**config.mk**
```make
export PLATFORM = sky130hd
export DESIGN_NAME = line_break_detector
export DESIGN_NICKNAME = d
export VERILOG_FILES = /design/src/rtl/lbd_pkg.sv /design/src/rtl/lbd_edge.sv /design/src/rtl/lbd_threshold.sv /design/src/rtl/lbd_low_timer.sv /design/src/rtl/line_break_detector.sv
export SDC_FILE = /design/constraint.sdc
export NUM_CORES = 1
export LEC_CHECK = 0
export ABC_AREA = 0
export BUFFER_PORTS_ARGS = -buffer_cell sky130_fd_sc_hd__buf_2
export CELL_PAD_IN_SITES_DETAIL_PLACEMENT = 1
export CELL_PAD_IN_SITES_GLOBAL_PLACEMENT = 1
export CORE_MARGIN = 4
export CORE_UTILIZATION = 50
export DETAILED_ROUTE_END_ITERATION = 10
export GPL_TIMING_DRIVEN = 0
export PLACE_DENSITY = 0.95
export SLEW_MARGIN = 20
export SYNTH_ARGS = -nofsm -noshare
export SYNTH_HDL_FRONTEND = slang
export SYNTH_SLANG_ARGS = --single-unit
```
**constraint.sdc**
```tcl
create_clock -name clk_i -period 13.9 [get_ports clk_i]
set_clock_uncertainty 0.2 [all_clocks]
set_input_delay 0.695 -clock clk_i [delete_from_list [all_inputs] [get_ports clk_i]]
set_output_delay 0.695 -clock clk_i [all_outputs]
set_load 0.02 [all_outputs]
```
**src/rtl/lbd_pkg.sv**
```systemverilog
package lbd_pkg;

    // Width of the half-bit frame length: 2*(1 + 15 + 1) + 3 fits in 6 bits.
    localparam int HALF_W = 6;

    // Frame length in half-bit units: start, data and parity doubled, plus stop halves.
    function automatic logic [HALF_W-1:0] frame_halves(
        input logic [3:0] data_bits,
        input logic       parity_en,
        input logic [1:0] stop_halves
    );
        logic [HALF_W-1:0] whole;
        whole = HALF_W'(1) + HALF_W'(data_bits) + HALF_W'(parity_en);
        return (whole << 1) + HALF_W'(stop_halves);
    endfunction

endpackage

```
**src/rtl/lbd_edge.sv**
```systemverilog
module lbd_edge (
    input  logic clk_i,
    input  logic rst_ni,
    input  logic level_i,
    output logic rise_o,
    output logic fall_o
);
    typedef struct packed {
        logic prev;
    } edge_state_t;

    edge_state_t st_d, st_q;

    always_comb begin
        st_d.prev = level_i;
        rise_o    = level_i & ~st_q.prev;
        fall_o    = ~level_i & st_q.prev;
    end

    // Previous level resets low: a line high at reset release is not a fall.
    always_ff @(posedge clk_i) begin
        if (!rst_ni) st_q <= '0;
        else         st_q <= st_d;
    end
endmodule

```
**src/rtl/lbd_threshold.sv**
```systemverilog
module lbd_threshold #(
    parameter int CPB_W = 16,
    parameter int THR_W = CPB_W + lbd_pkg::HALF_W
) (
    input  logic [3:0]       data_bits_i,
    input  logic             parity_en_i,
    input  logic [1:0]       stop_halves_i,
    input  logic [CPB_W-1:0] clks_per_bit_i,
    output logic [THR_W-1:0] thr_o
);
    localparam int PROD_W = THR_W + 1;

    logic [lbd_pkg::HALF_W-1:0] halves;
    logic [PROD_W-1:0]          prod;

    always_comb begin
        halves = lbd_pkg::frame_halves(data_bits_i, parity_en_i, stop_halves_i);
        prod   = PROD_W'(halves) * PROD_W'(clks_per_bit_i);
        // Halve with round-up: ceil(prod / 2).
        thr_o  = THR_W'((prod + PROD_W'(1)) >> 1);
    end
endmodule

```
**src/rtl/lbd_low_timer.sv**
```systemverilog
module lbd_low_timer #(
    parameter int THR_W = 22
) (
    input  logic             clk_i,
    input  logic             rst_ni,
    input  logic             rise_i,
    input  logic             fall_i,
    input  logic [THR_W-1:0] thr_i,
    output logic             hit_o
);
    typedef struct packed {
        logic             active;
        logic [THR_W-1:0] cnt;
    } timer_state_t;

    timer_state_t st_d, st_q;

    always_comb begin
        st_d  = st_q;
        hit_o = rise_i && st_q.active && (st_q.cnt >= thr_i);
        if (fall_i) begin
            st_d.active = 1'b1;
            st_d.cnt    = THR_W'(1);
        end else if (rise_i) begin
            st_d.active = 1'b0;
            st_d.cnt    = '0;
        end else if (st_q.active && (st_q.cnt < thr_i)) begin
            st_d.cnt = st_q.cnt + THR_W'(1);
        end
    end

    always_ff @(posedge clk_i) begin
        if (!rst_ni) st_q <= '0;
        else         st_q <= st_d;
    end
endmodule

```
**src/rtl/line_break_detector.sv**
```systemverilog
module line_break_detector #(
    parameter int CPB_W = 16
) (
    input  logic             clk_i,
    input  logic             rst_ni,
    input  logic             line_i,
    input  logic             invert_i,
    input  logic [3:0]       data_bits_i,
    input  logic             parity_en_i,
    input  logic [1:0]       stop_halves_i,
    input  logic [CPB_W-1:0] clks_per_bit_i,
    output logic             break_o,
    output logic             rx_idle_req_o
);
    localparam int THR_W = CPB_W + lbd_pkg::HALF_W;

    typedef struct packed {
        logic brk;
        logic idle_req;
    } out_state_t;

    out_state_t       st_d, st_q;
    logic             level;
    logic             rise, fall, hit;
    logic [THR_W-1:0] thr;

    assign level = line_i ^ invert_i;

    lbd_edge u_edge (
        .clk_i   (clk_i),
        .rst_ni  (rst_ni),
        .level_i (level),
        .rise_o  (rise),
        .fall_o  (fall)
    );

    lbd_threshold #(.CPB_W(CPB_W), .THR_W(THR_W)) u_thr (
        .data_bits_i    (data_bits_i),
        .parity_en_i    (parity_en_i),
        .stop_halves_i  (stop_halves_i),
        .clks_per_bit_i (clks_per_bit_i),
        .thr_o          (thr)
    );

    lbd_low_timer #(.THR_W(THR_W)) u_timer (
        .clk_i  (clk_i),
        .rst_ni (rst_ni),
        .rise_i (rise),
        .fall_i (fall),
        .thr_i  (thr),
        .hit_o  (hit)
    );

    always_comb begin
        st_d.brk      = hit;
        st_d.idle_req = hit;
    end

    always_ff @(posedge clk_i) begin
        if (!rst_ni) st_q <= '0;
        else         st_q <= st_d;
    end

    assign break_o       = st_q.brk;
    assign rx_idle_req_o = st_q.idle_req;
endmodule

```
# Word level (Yosys, flattened, before mapping)
# Cells that the tools add are included.
# W data, S select, Z words.
[word_totals]
ff_bits = 25
wordCells = 29
input_bits = 27
[classes]
multipliers = 1
add_sub_neg = 5
n_bitwise = 6
reduce_logical = 6
muxes = 4
order_cmp = 2
[ops]
columns = ["op", "n"]
rows = [
  ["$mux W22", 2],
  ["$add A22 B1 Y23 const B", 1],
  ["$mux W23", 1],
  ["$add A22 B1 Y22 const B", 1],
  ["$ge A22 B22 Y1", 1],
  ["$lt A22 B22 Y1", 1],
  ["$mul A6 B16 Y22", 1],
  ["$add A6 B2 Y6", 1],
  ["$add A1 B4 Y5 const A", 1],
  ["$add A5 B1 Y5", 1],
  ["$logic_and A1 B1 Y1", 3],
  ["$not A1 Y1", 3],
  ["$reduce_bool A3 Y1", 1],
  ["$reduce_or A3 Y1", 1],
  ["$and A1 B1 Y1", 2],
  ["$reduce_bool A2 Y1", 1],
  ["$mux W1", 1],
  ["$xor A1 B1 Y1", 1],
]

# Logic depth before layout (Yosys ltp)
# Gate-level depths: netlist (run 1).
[depth]
depth_word = 10
depth_mapped = 35

# By module
# From an unflattened synthesis (run 1), not the netlist that was laid out.
[unflattened]
hier_cells = 624
area_unflattened_um2 = 5375.2
[by_module_without_submodules]
columns = ["mod", "seq_area_each_um2", "area_each_um2", "cells_each", "n_inst"]
rows = [
  ["lbd_threshold", 0.0, 3195.6, 373, 1],
  ["lbd_low_timer", 460.4, 2098.3, 243, 1],
  ["line_break_detector", 20.0, 42.5, 4, 1],
  ["lbd_edge", 20.0, 38.8, 4, 1],
]

# Worst setup path after synthesis (run 1)
# OpenSTA, ideal clock, no wires.
[synth_timing]
path_kind = "input-to-reg"
from = "in data_bits_i[0]"
to = "reg u_timer.st_q[21] (netlist name)"
setup_ns = 0.060
arrival_time_ns = 7.745
setup_slack_ns = 5.895
path_stages = 31
path_cell_list = "inv_1 > ha_1 > inv_1 > ha_1 > ha_1 > a22o_1 > a21oi_1 > clkbuf_1 > nor2b_1 > fa_1 > inv_1 > fa_1 > fa_1 > inv_1 > ha_1 > and3_1 > o2111a_1 > a22o_1 > or4_1 > a31o_2 > a21oi_1 > xor2_1 > ha_1 > nand2_1 > nor4_1 > and4_1 > a21bo_2 > clkbuf_1 > or4_1 > or4b_1 > nand2_1"
[synth_between]
elab_chain_cells = 7
[synth_rtl]
columns = ["item", "line_no", "text"]
rows = [
  ["start: declaration", "line_break_detector.sv:8", "input logic [3:0] data_bits_i,"],
  ["$add A1 B4 Y5", "lbd_pkg.sv:13", "whole = HALF_W'(1) + HALF_W'(data_bits) + HALF_W'(parity_en);"],
  ["$add A5 B1 Y5", "lbd_pkg.sv:13", ""],
  ["$add A6 B2 Y6", "lbd_pkg.sv:14", "return (whole << 1) + HALF_W'(stop_halves);"],
  ["$mul A6 B16 Y22", "lbd_threshold.sv:18", "prod = PROD_W'(halves) * PROD_W'(clks_per_bit_i);"],
  ["$add A22 B1 Y23", "lbd_threshold.sv:20", "thr_o = THR_W'((prod + PROD_W'(1)) >> 1);"],
  ["$lt A22 B22 Y1", "lbd_low_timer.sv:27", "end else if (st_q.active && (st_q.cnt < thr_i)) begin"],
  ["$logic_and A1 B1 Y1", "lbd_low_timer.sv:27", ""],
  ["end signal: assignment", "lbd_low_timer.sv:34", "else st_q <= st_d;"],
  ["end: declaration", "lbd_low_timer.sv:16", "timer_state_t st_d, st_q;"],
]
# No other way between the ends.
# A chain may end at the register's enable or synchronous reset.

# Worst setup path in the final report (run 1)
[layout_timing]
from = "in data_bits_i[0]"
to = "reg u_timer.st_q[10] (netlist name)"
# The elaborated chain is that of the path after synthesis.

==> run summary, run 1 <==
Met2 routed WL: 7.78 mm
PortBufs: 28
CTS root buf: clkbuf_8
Peak supply drop: 0.0763 mV
Via count: 4,378
Cell with the largest stage delay on the worst path: a21oi_1
GR Util All Layers: 0.259
Post-synth ARST share: 0
Clk slew on worst S/H paths: 0.10 ns
Critical path class: input pin to flip-flop
Required time of the critical path: 13.85 ns
Cts repair resizes: 0
# Max-Cap Violations: 0
Leading register cell type out of synthesis: dfxtp_1
Outcome: complete, no violations
Top-level I/O count: 29
Leakage dissipation: 2.43 nW
Initial antenna violation count: 0
Final nets: 775
Post-Syn Nets: 742
Met3 wire len: 550 µm
First-pass GRT wire length: 23.8 mm
Initial core utilization: 0.522
Synth warn: 0
Post-synth top area cell: fa_1
Layout cells sized above 1: 0.0671
Clk sinks: 25
Ant. Diodes: 0
Setup Fix Bufs, Post-CTS: 0
Crit path largest cell delay: 0.65 ns
Die span in y: 107 µm
Netlist cell types: 49
Cts hold-fix bufs: 0
1st-pass router iterations: 4
CTS max path bufs: 2
Htree depth: 1
Crit path top cell by count: ha_1
Sequential fraction of the synthesis area: 0.102
DR DRC count: 0
Most frequent cells in the layout: inv_1, nand2_1, ha_1, fa_1, nor2_1
Top-area cell type share of the netlist area: 0.233
Commonest non-fill, non-tap cell in the layout: inv_1
Post-synth EDFFs: 0
Antenna-violating nets left: 0
Min Tclk post-route: 9.62 ns
DR top layer: met4
Vias in the first global route: 4,879
Period utilisation layout: 0.692
Die width: 107 µm
Clock Latency Late Sink: 0.28 ns
Arrival time worst endpoint: 9.57 ns
Number of placement rows: 35
Largest net degree at the start of global routing: 16
Area of the mapped netlist: 4890 µm²
Worst slew margin: 0.459
Final Max Slew Viols: 0
PD cells: 154 nW/µm²
Post-synthesis cell count: 594
HP Class: flip-flop to flip-flop
Flops & latches, synth: 25
GPL Wtd Cong: 0.880
Area contributors post-synth: fa_1, ha_1, dfxtp_1
Drt via density: 5.80
Setup TNS: 0 ns
Fin cells: 755
Final HPWL from detailed placement: 12.3 mm
DR iter-0 viols: 251
CTS tree: built
Worst-Margin Slew: 0.812 ns
Crit end category: flip-flop
Die Area: 11,400 µm²
GRT overflow: 0
Fmax: 0.104 GHz
Core Box Area: 9370 µm²
Critical Path Start Type: input pin
Layout area overhead: 7.17%
Num CTS Buffers: 3
Syn Area/Cell: 8.23 µm²
Crit path max fanout: 10
RSZ-0062 raised after global routing: false
Placed insts: 751
Final wirelength: 14.2 mm
DRT met1 WL: 5.48 mm
Routed wire length per instance: 18.9 µm
Final Hold Fails: 0
Number of fill cells: 1,185
Final count of negative-setup-slack endpoints: 0
[cells by family (layout without fill, tap and decap cells)]
family,Yosys count,count (layout),share of synthesized area
adders and majority gates,121,121,0.397
xor gates and xnor gates,34,34,0.0609
DFF,25,25,0.102
AOI/OAI and AO/OA,81,81,0.112
muxes,5,5,0.0102
and+or+nand+nor,231,231,0.242
buffers and inverters,97,129,0.0752
[critical path: cells and delay by family]
kind | cells | cell delay (ns)
fa+ha+maj | 8 | 2.96
compound gates | 7 | 2.30
buf+inv | 8 | 1.64
simple gates | 8 | 1.62
xor+xnor | 2 | 0.32
[sequential cells by signal, summed over array words and instances, names as in the netlist]
register and count:
u_timer.st_q 23, rx_idle_req_o 1, u_edge.st_q 1
[through the flow]
stage                     power, mW  hold slack [ns]   util  cell area (µm²)  worst slack (ns)
after global placement        0.679            0.287  0.554             5190              4.71
after global routing          0.896            0.352  0.559             5240              3.60
after floorplan               0.575            0.242      -             4890              5.90
after detailed placement      0.759            0.296  0.554             5190              4.23
final                         0.808            0.297  0.559             5240              4.28
after CTS                     0.808            0.297  0.559             5240              4.46
[per-layer routing]
layer / vias to the layer above / global-route usage
met4: 0 / 0.0795
met3: 34 / 0.0205
li1: 2031 / -
met1: 2202 / 0.311
met2: 111 / 0.488
met5: - / 0
[path summary, 6_finish.rpt]
path	from	slack (ns)	depth (start not counted)	endpoint
setup / recovery	data_bits_i[0]	4.28	33	u_timer.st_q[10]
hold / removal	u_timer.st_q[22]	0.30	2	rx_idle_req_o
setup reg to reg	u_timer.st_q[19]	10.44	10	u_timer.st_q[10]
hold reg to reg	u_timer.st_q[22]	0.30	2	rx_idle_req_o
[area by class of cell]
| cell class | instances | area [µm²] | area share |
|---|---|---|---|
| multi-input combinational | 472 | 4020 | 0.767 |
| clock buffer | 3 | 41.3 | 0.00788 |
| clock inverter | 1 | 7.51 | 0.00143 |
| tap | 129 | 161 | 0.0308 |
| timing repair buffer | 28 | 140 | 0.0267 |
| buffer | 18 | 71.3 | 0.0136 |
| sequential | 25 | 500 | 0.0955 |
| inverter | 79 | 297 | 0.0566 |
[cells in the mapped netlist (3+ instances only)]
cell and instances:
a21oi_1 22, nand4_1 9, nor3_1 14, o21a_1 4, nand2b_1 7, nor4_1 11, xnor2_1 23, and3_1 5
ha_1 64, dfxtp_1 25, nand2_1 66, inv_1 79, nand3_1 13, xor2_1 11, a31oi_1 4, nor2b_1 31
a31o_2 4, o21ai_0 11, and2_1 31, or2_2 3, mux2i_1 5, a21o_1 15, nor2_1 32, fa_1 57
o21bai_1 4, clkbuf_1 17
[power by group]
| group | internal, mW | leakage (nW) | total, mW | switching, mW |
|---|---|---|---|---|
| Combinational | 0.273 | 2.21 | 0.690 | 0.417 |
| Sequential | 0.0722 | 0.202 | 0.0727 | 0.000552 |
| Clock | 0.0204 | 0.0217 | 0.0460 | 0.0256 |
| Total | 0.366 | 2.43 | 0.808 | 0.443 |
Power figures use the tool's default switching activity.
==> inputs of run 2 (changes only) <==
--- a/config.mk
+++ b/config.mk
@@ -10,10 +10,10 @@
 export CELL_PAD_IN_SITES_DETAIL_PLACEMENT = 1
 export CELL_PAD_IN_SITES_GLOBAL_PLACEMENT = 1
 export CORE_MARGIN = 4
-export CORE_UTILIZATION = 50
+export CORE_UTILIZATION = 43
 export DETAILED_ROUTE_END_ITERATION = 10
 export GPL_TIMING_DRIVEN = 0
-export PLACE_DENSITY = 0.95
+export PLACE_DENSITY = 0.89
 export SLEW_MARGIN = 20
 export SYNTH_ARGS = -nofsm -noshare
 export SYNTH_HDL_FRONTEND = slang
==> constraint.sdc (replaced) <==
create_clock -name clk_i -period 8.8 [get_ports clk_i]
set_clock_uncertainty 0.2 [all_clocks]
set_input_delay 0.44 -clock clk_i [delete_from_list [all_inputs] [get_ports clk_i]]
set_output_delay 0.44 -clock clk_i [all_outputs]
set_load 0.02 [all_outputs]
==> run summary, run 2 (synthesis gave the netlist of run 1 again) <==
CTS root buf: clkbuf_16 (was clkbuf_8)
Number of fill cells: 1,353 (was 1,185)
Final count of negative-setup-slack endpoints: 0 (unchanged)
Ant. Diodes: 0 (unchanged)
Worst-Margin Slew: 0.585 ns (was 0.812 ns)
Die width: 115 µm (was 107 µm)
Max reg flops: 23 (unchanged)
Leakage dissipation: 2.49 nW (was 2.43 nW)
DR iter-0 viols: 162 (was 251)
CTS max path bufs: 2 (unchanged)
Fmax: 0.121 GHz
RSZ-0062 raised after global routing: false (unchanged)
Cell with the largest stage delay on the worst path: fa_1 (was a21oi_1)
Routed wire length per instance: 17.2 µm (was 18.9 µm)
Crit path max fanout: 10 (unchanged)
Final Hold Fails: 0 (unchanged)
Critical Path Start Type: input pin (unchanged)
1st-pass router iterations: 4 (unchanged)
Required time of the critical path: 8.80 ns (was 13.85 ns)
Crit path top cell by count: ha_1 (unchanged)
Clock Latency Late Sink: 0.26 ns (was 0.28 ns)
Worst reg2reg setup slack: 5.66 ns (was 10.44 ns)
Top-level I/O count: 29 (unchanged)
Drt via density: 5.58 (was 5.80)
GPL Wtd Cong: 0.852 (was 0.880)
Die span in y: 115 µm (was 107 µm)
Most frequent cells in the layout: inv_1, nand2_1, ha_1, fa_1, nor2_1 (unchanged)
Num CTS Buffers: 3 (unchanged)
Final HPWL from detailed placement: 11.1 mm (was 12.3 mm)
Initial antenna violation count: 0 (unchanged)
Largest net degree at the start of global routing: 14 (was 16)
Pre-CTS setup slack: -0.441 ns (was 4.23 ns)
Critical path class: input pin to flip-flop (unchanged)
Htree depth: 1 (unchanged)
Peak supply drop: 0.108 mV (was 0.0763 mV)
# Max-Cap Violations: 0 (unchanged)
DR DRC count: 0 (unchanged)
Initial core utilization: 0.445 (was 0.522)
Crit end category: flip-flop (unchanged)
Reg with most FFs: u_timer.st_q (unchanged)
Vias in the first global route: 4,807 (was 4,879)
WHS: 0.272 ns (was 0.297 ns)
PortBufs: 28 (unchanged)
Clk slew on worst S/H paths: 0.06 ns (was 0.10 ns)
Min Tclk post-route: 8.28 ns
Crit path largest cell delay: 0.55 ns (was 0.65 ns)
Number of placement rows: 38 (was 35)
CTS tree: built (unchanged)
Worst slew margin: 0.607 (was 0.459)
PD cells: 240 nW/µm² (was 154 nW/µm²)
Via count: 4,289 (was 4,378)
Outcome: complete, no violations (unchanged)
Setup WS post-layout: 0.525 ns (was 4.28 ns)
Final Max Slew Viols: 0 (unchanged)
Commonest non-fill, non-tap cell in the layout: inv_1 (unchanged)
Final nets: 777 (was 775)
GRT overflow: 0 (unchanged)
Arrival time worst endpoint: 8.28 ns (was 9.57 ns)
Die Area: 13,100 µm² (was 11,400 µm²)
Core Box Area: 11,000 µm² (was 9370 µm²)
Layout area overhead: 9.42% (was 7.17%)
Cts hold-fix bufs: 0 (unchanged)
Final wirelength: 13.2 mm (was 14.2 mm)
Antenna-violating nets left: 0 (unchanged)
HP Class: input pin to flip-flop (was flip-flop to flip-flop)
Clk sinks: 25 (unchanged)
Period utilisation layout: 0.940
Layout cells sized above 1: 0.0844 (was 0.0671)
GR Util All Layers: 0.210 (was 0.259)
Crit path buf inv count: 7 (was 8)
Critical path's top delay family: adder cells (unchanged)
First-pass GRT wire length: 22.6 mm (was 23.8 mm)
## run 2: changes by cell type in the layout (fill, tap and decap cells not counted), sizes merged
cell | before | now
clkbuf | 20 | 21
clkinvlp | 1 | 0
buf | 29 | 31
## run 2: path summary, 6_finish.rpt
check | endpoint | from | cells after the start
max | u_timer.st_q[21] | data_bits_i[0] | 32
max reg2reg | u_timer.st_q[21] | u_timer.st_q[3] | 9
min | u_edge.st_q | rst_ni | 2
min reg2reg | u_timer.st_q[21] | u_timer.st_q[21] | 2
## run 2: timing repair
action,4_1_cts,5_1_grt
pin swaps,0,1
gates resized for setup,2,13
buffers inserted,0,2
endpoints found under the setup margin,10,22
## run 2: report_power, final
| part | internal [mW] | switching [mW] | total, mW |
|---|---|---|---|
| logic | 0.434 | 0.634 | 1.07 |
| clock network | 0.0620 | 0.0403 | 0.102 |
| registers | 0.114 | 0.000893 | 0.115 |
| total | 0.610 | 0.675 | 1.29 |
## run 2: area by class of cell
cell class | count | area, µm² | share of cell area
multi-input combinational | 472 | 4070 | 0.760
sequential | 25 | 500 | 0.0936
inverter | 79 | 297 | 0.0554
tap | 140 | 175 | 0.0327
timing repair buffer | 30 | 155 | 0.0290
clock buffer | 4 | 78.8 | 0.0147
buffer | 18 | 76.3 | 0.0143
## run 2: per-stage QoR
stage               area (µm²)   util  setup TNS (ns)  power [mW]  instances
floorplan                 4890      -               0       0.909        594
detailed placement        5200  0.474           -4.44        1.17        762
CTS                       5290  0.482               0        1.28        766
finish                    5350  0.487               0        1.29        768
global placement          5200  0.474           -1.61        1.08        762
global route              5350  0.487               0        1.44        768
## run 2: routing by layer
metal,share of wire,vias to the layer above,GRT usage
met5,0,-,0
met4,0.012,0,0.0348
met3,0.017,18,0.0169
met2,0.54,60,0.404
met1,0.43,2179,0.257
li1,-,2032,-
==> inputs of run 3 (changes only) <==
--- a/config.mk
+++ b/config.mk
@@ -13,7 +13,7 @@
 export CORE_UTILIZATION = 43
 export DETAILED_ROUTE_END_ITERATION = 10
 export GPL_TIMING_DRIVEN = 0
-export PLACE_DENSITY = 0.89
+export PLACE_DENSITY_LB_ADDON = 0.1
 export SLEW_MARGIN = 20
 export SYNTH_ARGS = -nofsm -noshare
 export SYNTH_HDL_FRONTEND = slang
==> run summary, run 3 (synthesis gave the netlist of run 1 again) <==
Outcome: complete, no violations (unchanged)
Reg power frac: 0.093 (was 0.089)
Placed Area: 5200 µm² (unchanged)
Cell Int Power: 0.599 mW (was 0.610 mW)
Commonest non-fill, non-tap cell in the layout: inv_1 (unchanged)
Die Area: 13,100 µm² (unchanged)
Crit path max fanout: 10 (unchanged)
Final Max Slew Viols: 0 (unchanged)
First-pass GRT wire length: 20.8 mm (was 22.6 mm)
Crit end category: flip-flop (unchanged)
Clock Latency Late Sink: 0.26 ns (about the same)
Tot Pwr: 1.24 mW (was 1.29 mW)
Part of the power in the clock network: 0.084 (was 0.080)
Net Switching: 0.640 mW (was 0.675 mW)
Final nets: 776 (was 777)
DR DRC count: 0 (unchanged)
RR Startpoint: u_timer.st_q[19] (was u_timer.st_q[3])
Required time of the critical path: 8.80 ns (about the same)
Min Tclk post-route: 8.17 ns (was 8.28 ns)
1st-pass router iterations: 4 (unchanged)
Number of placement rows: 38 (unchanged)
PD cells: 232 nW/µm² (was 240 nW/µm²)
CTS max path bufs: 2 (unchanged)
Final count of negative-setup-slack endpoints: 0 (unchanged)
Initial core utilization: 0.445 (unchanged)
Worst-Margin Slew: 0.563 ns (was 0.585 ns)
Worst R2R Path Depth: 8 (was 9)
Arrival time worst endpoint: 8.17 ns (was 8.28 ns)
Pre-CTS setup slack: -0.501 ns (was -0.441 ns)
Layout cells sized above 1: 0.0845 (was 0.0844)
Leakage dissipation: 2.48 nW (was 2.49 nW)
Crit. Startpoint: data_bits_i[0] (unchanged)
RR Endpoint: u_timer.st_q[21] (unchanged)
Setup WS post-layout: 0.630 ns (was 0.525 ns)
Reg with most FFs: u_timer.st_q (unchanged)
# Max-Cap Violations: 0 (unchanged)
Vias in the first global route: 4,464 (was 4,807)
Initial antenna violation count: 0 (unchanged)
Ant. Diodes: 0 (unchanged)
CTS tree: built (unchanged)
Final wirelength: 12.2 mm (was 13.2 mm)
GRT overflow: 0 (unchanged)
Num CTS Buffers: 3 (unchanged)
Peak supply drop: 0.0920 mV (was 0.108 mV)
Layout area overhead: 9.29% (was 9.42%)
CTS root buf: clkbuf_16 (unchanged)
Largest net degree at the start of global routing: 15 (was 14)
HP Class: input pin to flip-flop (unchanged)
Switching Fraction: 0.517 (was 0.525)
Crit path top cell by count: ha_1 (unchanged)
Drt via density: 5.44 (was 5.58)
Clk slew on worst S/H paths: 0.06 ns (about the same)
Die width: 115 µm (unchanged)
Max reg flops: 23 (unchanged)
RSZ-0062 raised after global routing: false (unchanged)
Worst reg2reg setup slack: 5.78 ns (was 5.66 ns)
Htree depth: 1 (unchanged)
Routed wire length per instance: 15.8 µm (was 17.2 µm)
Die span in y: 115 µm (unchanged)
PortBufs: 28 (unchanged)
Cell with the largest stage delay on the worst path: or4_1 (was fa_1)
DR iter-0 viols: 139 (was 162)
GPL Wtd Cong: 0.801 (was 0.852)
Final HPWL from detailed placement: 10.3 mm (was 11.1 mm)
Design area: 5340 µm² (was 5350 µm²)
Combinational power share: 0.823 (was 0.831)
Core Box Area: 11,000 µm² (unchanged)
Via count: 4,173 (was 4,289)
Most frequent cells in the layout: inv_1, nand2_1, ha_1, fa_1, nor2_1 (unchanged)
Fmax: 0.122 GHz (was 0.121 GHz)
GR Util All Layers: 0.193 (was 0.210)
Antenna-violating nets left: 0 (unchanged)
Crit path largest cell delay: 0.56 ns (was 0.55 ns)
Number of fill cells: 1,369 (was 1,353)
Critical path class: input pin to flip-flop (unchanged)
Top-level I/O count: 29 (unchanged)
Clk sinks: 25 (unchanged)
CP endpoint: u_timer.st_q[21] (unchanged)
Post-layout util: 0.486 (was 0.487)
Period utilisation layout: 0.928 (was 0.940)
Critical Path Start Type: input pin (unchanged)
Worst slew margin: 0.625 (was 0.607)
Final Hold Fails: 0 (unchanged)
[run 3: power groups by stage]
stage,clock [mW],sequential (mW),combinational [mW]
finish,0.104,0.115,1.02
global route,0.111,0.115,1.18
CTS,0.106,0.115,1.03
detailed placement,0,0.118,1.02
global placement,0,0.117,0.982
floorplan,0,0.117,0.792
[run 3: worst min path at each step]
stage	from	endpoint	slack, ns	cells past startpoint
2_1_floorplan	u_timer.st_q[22]	rx_idle_req_o	0.24	2
3_3_place_gp	u_timer.st_q[6]	u_timer.st_q[6]	0.30	2
3_5_place_dp	u_timer.st_q[20]	u_timer.st_q[20]	0.31	2
4_1_cts	rst_ni	u_edge.st_q	0.26	2
5_1_grt	rst_ni	u_timer.st_q[0]	0.28	2
6_report	rst_ni	u_edge.st_q	0.26	2
[run 3: metrics by stage]
stage | hold slack (ns) | std cells | TNS [ns]
final | 0.259 | 767 | 0
after global routing | 0.277 | 767 | 0
after CTS | 0.262 | 766 | 0
after detailed placement | 0.313 | 762 | -5.33
after global placement | 0.302 | 762 | -3.90
after floorplan | 0.242 | 594 | 0
[run 3: critical path, delay by kind of cell]
kind	cells	cell delay (ns)
AOI/OAI and AO/OA	10	2.73
xor gates and xnor gates	1	0.14
adders and majority gates	8	2.84
buffers and inverters	6	0.63
and+or+nand+nor	6	1.40
[run 3: repair_timing]
item / 4_1_cts / 5_1_grt
setup endpoints to repair: 11 / 20
pin swaps: 0 / 1
setup buffers: 0 / 2
hold buffers: 0 / 0
resized for setup: 3 / 9
[run 3: routing by layer]
| metal | vias up | share of wire | track usage |
|---|---|---|---|
| li1 | 2033 | - | - |
| met1 | 2094 | 0.45 | 0.259 |
| met2 | 42 | 0.51 | 0.347 |
| met3 | 4 | 0.039 | 0.0159 |
| met4 | 0 | 0.0046 | 0.0245 |
| met5 | - | 0 | 0 |
[run 3: cell type report]
| cell class | count | area (µm²) | area share |
|---|---|---|---|
| Buffer | 17 | 71.3 | 0.0133 |
| Clock buffer | 3 | 75.1 | 0.0141 |
| Clock inverter | 1 | 5.00 | 0.000937 |
| Inverter | 79 | 297 | 0.0555 |
| Multi-Input combinational cell | 472 | 4060 | 0.761 |
| Sequential cell | 25 | 500 | 0.0937 |
| Tap cell | 140 | 175 | 0.0328 |
| Timing Repair Buffer | 30 | 155 | 0.0290 |
